## config.mk

```make
export PLATFORM = sky130hd
export DESIGN_NAME = ovh_serial_port
export DESIGN_NICKNAME = d
export VERILOG_FILES = /design/src/rtl/ovh_pkg.sv /design/src/rtl/ovh_route.sv /design/src/rtl/ovh_slot_seq.sv /design/src/rtl/ovh_tx_lane.sv /design/src/rtl/ovh_rx_lane.sv /design/src/rtl/ovh_serial_port.sv
export SDC_FILE = /design/constraint.sdc
export NUM_CORES = 1
export LEC_CHECK = 0
export ABC_AREA = 1
export CAP_MARGIN = 10
export CORE_UTILIZATION = 65
export CTS_BUF_LIST = sky130_fd_sc_hd__clkbuf_8
export CTS_CLUSTER_SIZE = 30
export DETAILED_ROUTE_END_ITERATION = 8
export DONT_BUFFER_PORTS = 1
export HOLD_SLACK_MARGIN = 0.15
export PLACE_DENSITY_LB_ADDON = 0.25
export SETUP_SLACK_MARGIN = 0.05
export SYNTH_ARGS = -nofsm -noshare
export SYNTH_HDL_FRONTEND = slang
export SYNTH_HIERARCHICAL = 1
export SYNTH_SLANG_ARGS = --single-unit
export TNS_END_PERCENT = 5
```

## constraint.sdc

```tcl
create_clock -name clk_i -period 1 [get_ports clk_i]
set_input_delay 0.1 -clock clk_i [delete_from_list [all_inputs] [get_ports clk_i]]
set_output_delay 0.1 -clock clk_i [all_outputs]
set_load 0.005 [all_outputs]
```

## src/rtl/ovh_pkg.sv

```systemverilog
package ovh_pkg;
  typedef struct packed {
    logic first;
    logic route;
    logic vld;
  } slot_stage_t;
endpackage

```

## src/rtl/ovh_route.sv

```systemverilog
module ovh_route #(
  parameter int unsigned N_SLOTS = 48,
  parameter int unsigned IND_IDX = 7,
  parameter int unsigned IDX_W   = $clog2(N_SLOTS)
) (
  input  logic [N_SLOTS-1:0] mask_i,
  input  logic [IDX_W-1:0]   idx_i,
  input  logic               ser_en_i,
  output logic               route_o,
  output logic               first_o
);
  logic in_range;
  logic user_def;

  assign in_range = 32'(idx_i) < N_SLOTS;
  assign user_def = in_range && mask_i[idx_i];
  assign route_o  = ser_en_i && (user_def || (idx_i == IDX_W'(IND_IDX)));
  assign first_o  = (idx_i == '0);
endmodule

```

## src/rtl/ovh_slot_seq.sv

```systemverilog
module ovh_slot_seq
  import ovh_pkg::*;
(
  input  logic        clk_i,
  input  logic        rst_ni,
  input  logic        slot_i,
  input  logic        route_i,
  input  logic        first_i,
  output slot_stage_t st1_o,
  output logic        sclk_o,
  output logic        sof_o,
  output logic        done_o
);
  slot_stage_t st1_q;

  always_ff @(posedge clk_i or negedge rst_ni) begin
    if (!rst_ni) begin
      st1_q  <= '0;
      sclk_o <= 1'b0;
      sof_o  <= 1'b0;
      done_o <= 1'b0;
    end else begin
      st1_q  <= '{first: first_i, route: route_i, vld: slot_i};
      sclk_o <= st1_q.vld && st1_q.route;
      sof_o  <= st1_q.vld && st1_q.first;
      done_o <= st1_q.vld;
    end
  end

  assign st1_o = st1_q;

  p_slot_spacing_r2: assert property (@(posedge clk_i) disable iff (!rst_ni)
    slot_i |=> !slot_i);
  p_pulse_single_r2: assert property (@(posedge clk_i) disable iff (!rst_ni)
    sclk_o |=> !sclk_o);
  p_pulse_origin_r2: assert property (@(posedge clk_i) disable iff (!rst_ni)
    sclk_o |-> ($past(slot_i, 2) && $past(route_i, 2)));
  p_sof_origin_r4: assert property (@(posedge clk_i) disable iff (!rst_ni)
    sof_o |-> ($past(slot_i, 2) && $past(first_i, 2)));
endmodule

```

## src/rtl/ovh_tx_lane.sv

```systemverilog
module ovh_tx_lane
  import ovh_pkg::*;
(
  input  logic clk_i,
  input  logic rst_ni,
  input  logic slot_i,
  input  logic route_i,
  input  logic first_i,
  input  logic par_mode_i,
  input  logic reg_bit_i,
  input  logic sdata_i,
  output logic sclk_o,
  output logic sof_o,
  output logic bit_o,
  output logic bit_vld_o
);
  slot_stage_t st1;
  logic        reg_q;

  ovh_slot_seq u_seq (
    .clk_i   (clk_i),
    .rst_ni  (rst_ni),
    .slot_i  (slot_i),
    .route_i (route_i),
    .first_i (first_i),
    .st1_o   (st1),
    .sclk_o  (sclk_o),
    .sof_o   (sof_o),
    .done_o  (bit_vld_o)
  );

  // sdata_i is sampled on the edge where sclk_o rises
  always_ff @(posedge clk_i or negedge rst_ni) begin
    if (!rst_ni) begin
      reg_q <= 1'b0;
      bit_o <= 1'b0;
    end else begin
      if (slot_i) reg_q <= reg_bit_i;
      if (st1.vld) bit_o <= st1.route ? sdata_i : reg_q;
      else         bit_o <= 1'b0;
    end
  end

  p_vld_origin_r6: assert property (@(posedge clk_i) disable iff (!rst_ni)
    bit_vld_o |-> $past(slot_i, 2));
  p_no_clk_par_r5: assert property (@(posedge clk_i) disable iff (!rst_ni)
    sclk_o |-> !$past(par_mode_i, 2));
endmodule

```

## src/rtl/ovh_rx_lane.sv

```systemverilog
module ovh_rx_lane
  import ovh_pkg::*;
(
  input  logic clk_i,
  input  logic rst_ni,
  input  logic slot_i,
  input  logic route_i,
  input  logic first_i,
  input  logic par_mode_i,
  input  logic bit_i,
  output logic sclk_o,
  output logic sof_o,
  output logic sdata_o
);
  slot_stage_t st1;
  logic        done_unused;

  ovh_slot_seq u_seq (
    .clk_i   (clk_i),
    .rst_ni  (rst_ni),
    .slot_i  (slot_i),
    .route_i (route_i),
    .first_i (first_i),
    .st1_o   (st1),
    .sclk_o  (sclk_o),
    .sof_o   (sof_o),
    .done_o  (done_unused)
  );

  // data leads the clock pulse by one cycle, changing while sclk_o is low
  always_ff @(posedge clk_i or negedge rst_ni) begin
    if (!rst_ni)                 sdata_o <= 1'b0;
    else if (slot_i && route_i)  sdata_o <= bit_i;
  end

  p_data_stable_r7: assert property (@(posedge clk_i) disable iff (!rst_ni)
    (sclk_o && st1.vld == 1'b0) |-> $stable(sdata_o));
  p_hold_par_r5: assert property (@(posedge clk_i) disable iff (!rst_ni)
    $past(par_mode_i) |-> ($stable(sdata_o) && !sclk_o) or !$past(slot_i));
endmodule

```

## src/rtl/ovh_serial_port.sv

```systemverilog
module ovh_serial_port #(
  parameter int unsigned N_SLOTS = 48,
  parameter int unsigned IND_IDX = 7,
  localparam int unsigned IDX_W  = $clog2(N_SLOTS)
) (
  input  logic               clk_i,
  input  logic               rst_ni,
  input  logic               par_mode_i,
  input  logic [N_SLOTS-1:0] route_mask_i,
  input  logic               tx_slot_i,
  input  logic [IDX_W-1:0]   tx_idx_i,
  input  logic               tx_reg_bit_i,
  input  logic               tx_sdata_i,
  output logic               tx_sclk_o,
  output logic               tx_sof_o,
  output logic               tx_bit_o,
  output logic               tx_bit_vld_o,
  input  logic               rx_slot_i,
  input  logic [IDX_W-1:0]   rx_idx_i,
  input  logic               rx_bit_i,
  output logic               rx_sclk_o,
  output logic               rx_sdata_o,
  output logic               rx_sof_o
);
  localparam int unsigned N_DIR = 2;

  logic             ser_en;
  logic [IDX_W-1:0] idx   [N_DIR];
  logic [N_DIR-1:0] route;
  logic [N_DIR-1:0] first;

  assign ser_en = !par_mode_i;
  assign idx[0] = tx_idx_i;
  assign idx[1] = rx_idx_i;

  for (genvar d = 0; d < N_DIR; d++) begin : g_route
    ovh_route #(.N_SLOTS(N_SLOTS), .IND_IDX(IND_IDX), .IDX_W(IDX_W)) u_route (
      .mask_i   (route_mask_i),
      .idx_i    (idx[d]),
      .ser_en_i (ser_en),
      .route_o  (route[d]),
      .first_o  (first[d])
    );
  end

  ovh_tx_lane u_tx (
    .clk_i      (clk_i),
    .rst_ni     (rst_ni),
    .slot_i     (tx_slot_i),
    .route_i    (route[0]),
    .first_i    (first[0]),
    .par_mode_i (par_mode_i),
    .reg_bit_i  (tx_reg_bit_i),
    .sdata_i    (tx_sdata_i),
    .sclk_o     (tx_sclk_o),
    .sof_o      (tx_sof_o),
    .bit_o      (tx_bit_o),
    .bit_vld_o  (tx_bit_vld_o)
  );

  ovh_rx_lane u_rx (
    .clk_i      (clk_i),
    .rst_ni     (rst_ni),
    .slot_i     (rx_slot_i),
    .route_i    (route[1]),
    .first_i    (first[1]),
    .par_mode_i (par_mode_i),
    .bit_i      (rx_bit_i),
    .sclk_o     (rx_sclk_o),
    .sof_o      (rx_sof_o),
    .sdata_o    (rx_sdata_o)
  );

  p_reset_idle_r1: assert property (@(posedge clk_i)
    !rst_ni |-> (!tx_sclk_o && !rx_sclk_o && !tx_sof_o && !rx_sof_o));
endmodule

```

Word level (Yosys, flattened, before mapping)
Cells that the tools add are included.
Widths: inputs -> output; s select.

word-level totals
  output and inout port bits = 7
  bits of input ports = 68
  flip-flop bits (word level) = 14
  logic and storage cells = 40

operators by class
  order comparisons = 4
  muxes and demuxes = 6
  eq/ne operators = 2
  reductions and logical operators = 14

operator list
  cell                count
  $lt 6x7->1 const B  2
  $bmux 1 s6          2
  $eq 6x3->1 const B  2
  $logic_not 6->1     2
  $lt 6x6->1 const B  2
  $logic_and 1x1->1   9
  $mux 1              4
  $logic_or 1x1->1    2
  $logic_not 1->1     1

Depth between registers and ports, before layout
Gate-level depths: netlist of the first run.

  depth in word-level cells = 6
  gate-level depth with buffers = 16
  mapped depth without buffers = 15

Hierarchy
The synthesis of the first run kept the hierarchy.

by module, submodules not included
  module           cells an instance  area an instance (µm²)  instances
  ovh_route        156                670.6                   2
  ovh_slot_seq     10                 165.2                   2
  ovh_tx_lane      10                 81.3                    1
  ovh_rx_lane      5                  41.3                    1
  ovh_serial_port  1                  3.8                     1

Least setup slack after synthesis of the first run
No wires, ideal clock.

  kind = input to register
  start = in rx_idx_i[0]
  end = reg u_rx.sdata_o
  setup time = 0.116 ns
  path buffers = 2
  data required time = 0.884 ns
  path slack = -0.276 ns
  stages on the path = 14
  arrival time = 1.160 ns
  path through = buf_6 inv_4 buf_6 nand2_1 a21oi_1 nor2_1 nor2_1 nor2_1 nor2_1 nand2_1 a21oi_2 nand2_1 nand2_1 nand2_1

on the way
  cells in the longest elaborated chain, start to end = 6
  elaborated cells between the ends (all ways) = 8

ends and longest elaborated chain
  element                       line                   RTL
  start: declaration            ovh_serial_port.sv:19  input logic [IDX_W-1:0] rx_idx_i,
  $bmux 1 s6                    ovh_route.sv:16        assign user_def = in_range && mask_i[idx_i];
  $mux 1 (not written as such)  ovh_route.sv:16
  $logic_and 1x1->1             ovh_route.sv:16
  $logic_or 1x1->1 *            ovh_route.sv:17        assign route_o = ser_en_i && (user_def || (idx_i == IDX_W'(IND_IDX)));
  $logic_and 1x1->1 *           ovh_route.sv:17
  named net route[1]            ovh_serial_port.sv:29  logic [N_DIR-1:0] route;
  $logic_and 1x1->1 *           ovh_rx_lane.sv:33      else if (slot_i && route_i) sdata_o <= bit_i;
  end signal: assignment        ovh_rx_lane.sv:33
  end: declaration              ovh_rx_lane.sv:13      output logic sdata_o

Mark *: on every way through the listed nets, which the timed path passes. The rest lies on a longest branch. The select of a mux whose other input is x is not followed.
A chain may end at the register's enable or synchronous reset.

Worst setup path after layout of the first run
Ends and elaborated chain as after synthesis.

==> impl_metrics.toml, run 1 <==
[logic_synthesis]
syn-num-nets = 415
synth-warning-count = 6
synth_area_mm2 = 0.001773
syn_inst = 347
avgSynthCellArea_um2 = 5.109

[clock_tree]
clockBufferDepth = 2
cts_tree = "yes"
cts_num_sinks = 14
clk_pin_slew_ps = 50
cts-root-buf = "clkbuf_8"
insertion_delay_ps = 240
cts_buffers = 3
h-tree-depth = 1
post_cts_buffers = 0

[status]
status = "finished, violations left"
violations = "negative hold slack"

[power]
power_frac_seq_pct = 36.6
pwr-share-comb_pct = 32.1
internal-power_w = 0.001191
clock_power_share_pct = 31.4
p_per_area_mw_per_mm2 = 860.5
swShare_pct = 30.46
power.total_w = 0.001712
p_switching_w = 0.0005214
vdd_drop_max_uv = 1198
leakagePower_nw = 1.263

[routing]
ant_nets = 0
first_pass_iters = 6
met3_length_um = 598
drtIter0Drc = 106
wl_met1_mm = 1.931
dr_total_vias = 2068
finalWirelength_mm = 5.100
drc = 0
highest_layer = "met4"
routed-wl-met2_mm = 2.492
wl_per_cell_um = 13.25
via_per_inst = 5.371

[timing]
fmax_mhz = 1014
tns_ps = 0
finalHoldViolCount = 2
worstMarginPinSlew_ps = 647.8
fin_crit_ps = 985.8
maxSlewViolCount = 0
slew_headroom_pct = 56.67
rsz0062_at_grt = "true"
finalClockSkew_ps = 0.4154
hold_ws_ps = -82.11
setup_ws_ps = 14.16
finalSetupViolations = 0
min_period_over_period_pct = 98.58

[global_routing]
grt-ovfl-total = 0
grt_max_degree = 28
antenna_found_initial = 0
grt_pass1_vias = 1717
grtUsageTotal_pct = 33.18
grt_pass1_wl_mm = 6.982

[die]
initial_core_util_pct = 70.29
dieArea_mm2 = 0.002940
ios = 75
core_mm2 = 0.002522
die_height_um = 54.23
num_rows = 18
die_w_um = 54.23

[worst_setup_path]
cp.required_ps = 1140
critPathCaptureType = "flop"
r2r-start = "u_tx/u_seq/st1_o[1]"
cp-start-kind = "primary input"
reg2reg_slack_ps = 350
critical_path_arrival_ps = 1120
path_max_fanout = 28
critPathKind = "in2reg"
crit_start = "rx_idx_i[0]"
reg2reg_depth = 3

[layout]
nets = 424
syn_to_final_growth_pct = 12.21
n_antenna_cell = 0
drive_gt1_share_pct = 9.014

[place]
port_buffers = 0
place_congestion = 0.9357
dp_hpwl_mm = 3.407
place_ws_ps = -309.7

[worst_hold_path]
hold_depth = 1
hold_start = "rx_idx_i[4]"
hold_class = "in2reg"

[run]
cap_violations = 0
==> routing by layer <==
| layer | vias to the layer above | GRT usage (%) |
|---|---|---|
| met3 | 8 | 10.83 |
| met4 | 0 | 8.974 |
| met5 | - | 0 |
| li1 | 1040 | - |
| met1 | 896 | 39.32 |
| met2 | 124 | 56.91 |
==> critical path, stage by stage <==
cell,delay [ps]
clkinv_16,50
buf_8,120
nand2_2,60
nand3_2,70
nand3_2,70
nand3_2,50
nand2_1,60
nand2_1,60
nand2_1,70
nand2_1,60
a21oi_2,150
nand2_1,70
nand2_1,60
nand2_1,40
==> state kept, by name (all words and copies together), names as in the netlist <==
name               count
u_tx/u_seq/st1_o       3
u_tx/u_seq/done_o      1
u_rx/u_seq/sclk_o      1
u_tx/u_seq/sof_o       1
u_tx/u_seq/sclk_o      1
u_rx/u_seq/sof_o       1
u_rx/sdata_o           1
u_rx/u_seq/st1_o       3
u_tx/reg_q             1
u_tx/bit_o             1
==> worst paths after layout <==
kind	to
worst max-delay path	u_rx/sdata_o
worst min-delay path	u_rx/u_seq/st1_o[2]
worst max register to register	u_tx/bit_o
worst min register to register	u_rx/u_seq/sclk_o
max in group asynchronous	u_tx/reg_q
min in group asynchronous	u_rx/u_seq/st1_o[2]
==> power groups by stage <==
stage | Combinational, W | Clock, W | Sequential (W)
floorplan | 0.000443 | 0 | 0.000630
global placement | 0.000454 | 0 | 0.000635
detailed placement | 0.000465 | 0 | 0.000635
CTS | 0.000505 | 0.000542 | 0.000625
global route | 0.000623 | 0.000575 | 0.000630
finish | 0.000549 | 0.000537 | 0.000626
==> through the flow <==
| step | cells | utilization (%) | cell area [um2] | hold slack [ps] |
|---|---|---|---|---|
| 2_1_floorplan | 347 | - | 1773 | -195.6 |
| 3_3_place_gp | 372 | 69.30 | 1748 | -195.4 |
| 3_5_place_dp | 372 | 69.30 | 1748 | -195.4 |
| 4_1_cts | 383 | 74.85 | 1888 | -83.79 |
| 5_1_grt | 385 | 78.87 | 1989 | -92.94 |
| 6_report | 385 | 78.87 | 1989 | -82.11 |
==> placed cells by master, fill, tap and decap left out, drive strengths merged <==
cell type    instances
dlygate4sd3          8
clkbuf               4
nand4                2
a21oi                6
nand2              160
o21ai                1
dfrtp               14
nor3                 2
buf                  9
clkinv               2
nor2                26
inv                 68
nand3               53
==> timing repair <==
action                                  4_1_cts  5_1_grt
gates resized for setup                       5       19
pin swaps                                     2       11
cloned                                        0        1
endpoints found under the hold margin        23        4
endpoints found under the setup margin        1        2
hold buffers                                  7        1
==> area by class of cell <==
class                   instances  area [um2]
multi-input cells             250        1080
fillers                       196       533.0
flip-flops and latches         14       350.3
inverters                      69       295.3
repair buffers                 17       155.1
clock buffers                   4       55.05
well taps                      30       37.54
repair inverters                1       16.27
No activity file was read; power rests on OpenSTA's default activity.
==> inputs of run 2 (changes only) <==
CTS_BUF_LIST = sky130_fd_sc_hd__clkbuf_4   (was sky130_fd_sc_hd__clkbuf_8)
GPL_ROUTABILITY_DRIVEN = 0   (was default)
==> impl_metrics.toml, run 2 (synthesized netlist as in run 1, its figures left out) <==
[status]
status = "finished, violations left"
violations = "negative hold slack, negative setup slack"

[routing]
finalWirelength_mm = 5.196
via_per_inst = 5.623
drc = 0
first_pass_iters = 6
drtIter0Drc = 122
ant_nets = 0
wl_per_cell_um = 13.50
dr_total_vias = 2165

[timing]
maxSlewViolCount = 0
hold_ws_ps = -115.7
min_period_over_period_pct = 101.7
fmax_mhz = 983.2
tns_ps = -17.12
finalHoldViolCount = 1
worstMarginPinSlew_ps = 597.1
setup_ws_ps = -17.12
rsz0062_at_grt = "true"
slew_headroom_pct = 60.06
fin_crit_ps = 1017
finalSetupViolations = 1
finalClockSkew_ps = 5.232

[worst_setup_path]
path_max_fanout = 3
critical_path_arrival_ps = 1200
critPathCaptureType = "flop"
critPathKind = "in2reg"
cp.required_ps = 1180
cp-start-kind = "primary input"

[layout]
final_area_mm2 = 0.001972
drive_gt1_share_pct = 9.296
n_antenna_cell = 0
syn_to_final_growth_pct = 11.22
nets = 425
fin_util_pct = 78.17
final_cell_mix = "154 x nand2_1, 64 x inv_1, 48 x nand3_1"
nFillCells = 220
final_common_cell = "nand2_1"

[power]
internal-power_w = 0.0009835
vdd_drop_max_uv = 1072
clock_power_share_pct = 20.7
power_frac_seq_pct = 41.8
p_switching_w = 0.0005107
swShare_pct = 34.18
leakagePower_nw = 1.246
pwr-share-comb_pct = 37.5
p_per_area_mw_per_mm2 = 757.7

[clock_tree]
clk_pin_slew_ps = 80
cts_tree = "yes"
cts_num_sinks = 14
clockBufferDepth = 2
cts-root-buf = "clkbuf_4"
cts_buffers = 3
insertion_delay_ps = 280
h-tree-depth = 1

[worst_hold_path]
hold_class = "in2reg"

[run]
cap_violations = 0

[place]
port_buffers = 0
place_ws_ps = -294.3
dp_hpwl_mm = 3.451
place_area_mm2 = 0.001725

[die]
core_mm2 = 0.002522
dieArea_mm2 = 0.002940
initial_core_util_pct = 70.29
die_w_um = 54.23
num_rows = 18
ios = 75
die_height_um = 54.23

[global_routing]
grt_pass1_wl_mm = 7.258
grtUsageTotal_pct = 34.13
grt_pass1_vias = 1771
grt_max_degree = 28
antenna_found_initial = 0
grt-ovfl-total = 0
[run 2: cell count changes in the layout (fill, tap and decap cells not counted), moves of 2 or more]
cell           delta
inv_8             +2
nand2_1           -3
clkbuf_4          +3
clkbuf_8          -4
dlygate4sd3_1     +2
nand2_2           +4
inv_6             -2
buf_4             -2
[run 2: area by class of cell]
cell class / instances / area, um2 / area share [%]
clock buffer: 3 / 22.52 / 1.142
inverter: 69 / 295.3 / 14.97
multi-input combinational: 250 / 1082 / 54.89
sequential: 14 / 350.3 / 17.77
tap: 30 / 37.54 / 1.904
timing repair buffer: 17 / 156.4 / 7.931
timing repair inverter: 2 / 27.53 / 1.396
[run 2: critical path, cell delays in order]
cell           delay, ps
dlygate4sd3_1        570
nand2_1               80
nand2_1               60
a21oi_2              190
nand2_1               90
nand2_1               60
nand2_1               50
[run 2: metal layers]
metal  vias up  global-route usage, %  wire [um]
li1       1048                      -          -
met1       921                  41.55       1915
met2       167                  57.32       2387
met3        29                  8.333        717
met4         0                  13.25        176
met5         -                      0          0
[run 2: stage by stage]
step	total power, W	hold slack (ps)	std cells
5_1_grt	0.001607	-135.4	385
3_5_place_dp	0.001091	-195.4	369
3_3_place_gp	0.001077	-195.4	369
4_1_cts	0.001428	-124.6	379
2_1_floorplan	0.001073	-195.6	347
6_report	0.001494	-115.7	385
[run 2: worst paths after layout]
check,from,to,slack [ps],cells after the start
worst max register to register,u_tx/u_seq/st1_o[1],u_tx/bit_o,330,2
min in group asynchronous,rst_ni,u_rx/u_seq/sclk_o,260,1
worst max-delay path,rx_idx_i[5],u_rx/sdata_o,-20,7
worst min register to register,u_rx/u_seq/st1_o[1],u_rx/u_seq/sclk_o,440,2
max in group asynchronous,rst_ni,u_tx/u_seq/st1_o[0],350,1
worst min-delay path,tx_idx_i[4],u_tx/u_seq/st1_o[2],-120,1
[run 2: timing repair]
item / 4_1_cts / 5_1_grt
pin swaps: 0 / 17
setup endpoints to repair: 1 / 1
cloned: 0 / 2
buffers inserted: 0 / 1
endpoints found under the hold margin: 23 / 5
gates resized for setup: 2 / 25
hold buffers: 7 / 3
[run 2: power groups by stage]
stage	clock network (W)	registers (W)	logic (W)
3_5_place_dp	0	0.000635	0.000456
2_1_floorplan	0	0.000630	0.000443
6_report	0.000310	0.000624	0.000560
4_1_cts	0.000311	0.000624	0.000493
3_3_place_gp	0	0.000635	0.000442
5_1_grt	0.000345	0.000630	0.000632
==> inputs of run 3 (changes only) <==
CELL_PAD_IN_SITES_DETAIL_PLACEMENT = 1   (was default)
CELL_PAD_IN_SITES_GLOBAL_PLACEMENT = 2   (was default)
CORE_MARGIN = 3   (was default)
CORE_UTILIZATION = 33   (was 65)
==> impl_metrics.toml, run 3 (synthesized netlist as in run 1, its figures left out) <==
[status]
violations = "negative hold slack"
status = "finished, violations left"

[timing]
fin_crit_ps = 916.9
hold_ws_ps = -131.4
maxSlewViolCount = 0
min_period_over_period_pct = 91.69
fmax_mhz = 1091
finalHoldViolCount = 1
slew_headroom_pct = 55.76
setup_ws_ps = 83.15
finalClockSkew_ps = 7.559
finalSetupViolations = 0
rsz0062_at_grt = "true"
worstMarginPinSlew_ps = 661.4

[layout]
drive_gt1_share_pct = 7.821
syn_to_final_growth_pct = 13.41
final_cell_mix = "158 x nand2_1, 65 x inv_1, 49 x nand3_1"
final-seq-area_um2 = 350.3
multi_input_area_mm2 = 0.001059
final_area_mm2 = 0.002011
final_common_cell = "nand2_1"
n_antenna_cell = 0
nFillCells = 776
nets = 427

[clock_tree]
cts_buffers = 3
h-tree-depth = 1
clockBufferDepth = 2
cts_num_sinks = 14
cts_tree = "yes"
cts_hold_buf = 10
cts-root-buf = "clkbuf_4"
post_cts_buffers = 0
clk_pin_slew_ps = 90
insertion_delay_ps = 290

[global_routing]
grtUsageMet1_pct = 28.57
grt_max_degree = 29
grt-ovfl-total = 0
met2_usage_pct = 36.78
antenna_found_initial = 0
grt-busiest-layer = "met2"
grt_pass1_vias = 2170
grtUsageTotal_pct = 21.43
grt_util_met3_pct = 4.875
grt_pass1_wl_mm = 10.60

[die]
core_mm2 = 0.005140
dieArea_mm2 = 0.006288
die_height_um = 79.30
num_rows = 26
die_w_um = 79.30
initial_core_util_pct = 34.49
ios = 75

[worst_setup_path]
worstPathCellList = "dlygate4sd3_1, inv_1, inv_1, a21oi_2, nand2_1, nand2_1, nand2_1"
cp.required_ps = 1190
critPathCaptureType = "flop"
critPathKind = "in2reg"
r2r-start = "u_tx/u_seq/st1_o[1]"
critPathBufInv = 3
path_delay_family = "buffers and inverters"
critPathSlowestCell = "dlygate4sd3_1"
cp-start-kind = "primary input"
path_max_fanout = 3
critical_path_arrival_ps = 1110
cpMostUsedCell = "nand2_1"
crit_start = "par_mode_i"
slowest_delay_ps = 540

[routing]
dr_total_vias = 2066
drtIter0Drc = 106
drc = 0
ant_nets = 0
wl_per_cell_um = 15.12
via_per_inst = 4.827
first_pass_iters = 4
finalWirelength_mm = 6.470

[run]
cap_violations = 0

[place]
place_ws_ps = -369.8
port_buffers = 0
place_area_mm2 = 0.001818
dp_hpwl_mm = 4.997

[worst_hold_path]
hold_class = "in2reg"
hold_start = "rx_idx_i[4]"

[power]
power.total_w = 0.001525
leakagePower_nw = 1.271
vdd_drop_max_uv = 397.4
p_per_area_mw_per_mm2 = 758.3
## run 3: cell count changes in the layout (fill, tap and decap cells not counted), moves of 2 or more
| cell | before | now |
|---|---|---|
| inv_6 | 0 | 3 |
| inv_8 | 2 | 0 |
| nand2_1 | 154 | 158 |
| buf_4 | 6 | 8 |
| nand2_2 | 6 | 2 |
## run 3: final timing paths
path	to	slack, ps	depth (start not counted)
max in group asynchronous	u_tx/u_seq/sof_o	300	1
worst max-delay path	u_rx/sdata_o	80	7
min in group asynchronous	u_rx/u_seq/st1_o[2]	280	1
worst max register to register	u_tx/bit_o	330	2
worst min-delay path	u_rx/u_seq/st1_o[2]	-130	1
worst min register to register	u_rx/u_seq/sclk_o	440	2
## run 3: routing by layer
layer	up-vias	part of all wire [%]
met1	960	45
met5	-	0
li1	1052	-
met3	2	6.3
met2	52	48
met4	0	0.29
## run 3: stage by stage
stage / hold WS, ps / TNS (ps) / cells / utilization (%)
2_1_floorplan: -195.6 / -416.9 / 347 / -
3_3_place_gp: -195.3 / -554.9 / 413 / 35.37
3_5_place_dp: -195.4 / -682.1 / 413 / 35.37
4_1_cts: -132.0 / 0 / 428 / 38.41
5_1_grt: -138.5 / -5.716 / 428 / 39.12
6_report: -131.4 / 0 / 428 / 39.12
## run 3: worst reg2reg max path, cell delays in order, from the launching register on
cell and delay [ps]:
dfrtp_1 410, nor2_1 100, nor2_1 50
## run 3: area by class of cell
cell class	count	share of cell area, %
Timing Repair Buffer	20	9.645
Tap cell	70	4.356
Clock inverter	1	0.1867
Multi-Input combinational cell	250	52.64
Clock buffer	3	1.120
Timing Repair inverter	1	0.4356
Inverter	69	14.19
Sequential cell	14	17.42
## run 3: repair_timing
action / 4_1_cts / 5_1_grt
gates resized for setup: 7 / 10
pin swaps: 5 / 11
endpoints found under the setup margin: 1 / 3
gates cloned: 1 / 0
endpoints found under the hold margin: 23 / 5
## run 3: power breakdown
part | internal, W | switching [W] | leakage, nW
clock | 0.000145 | 0.000195 | 0.0154
sequential | 0.000602 | 0.0000224 | 0.182
combinational | 0.000243 | 0.000318 | 1.07
total | 0.000990 | 0.000535 | 1.27
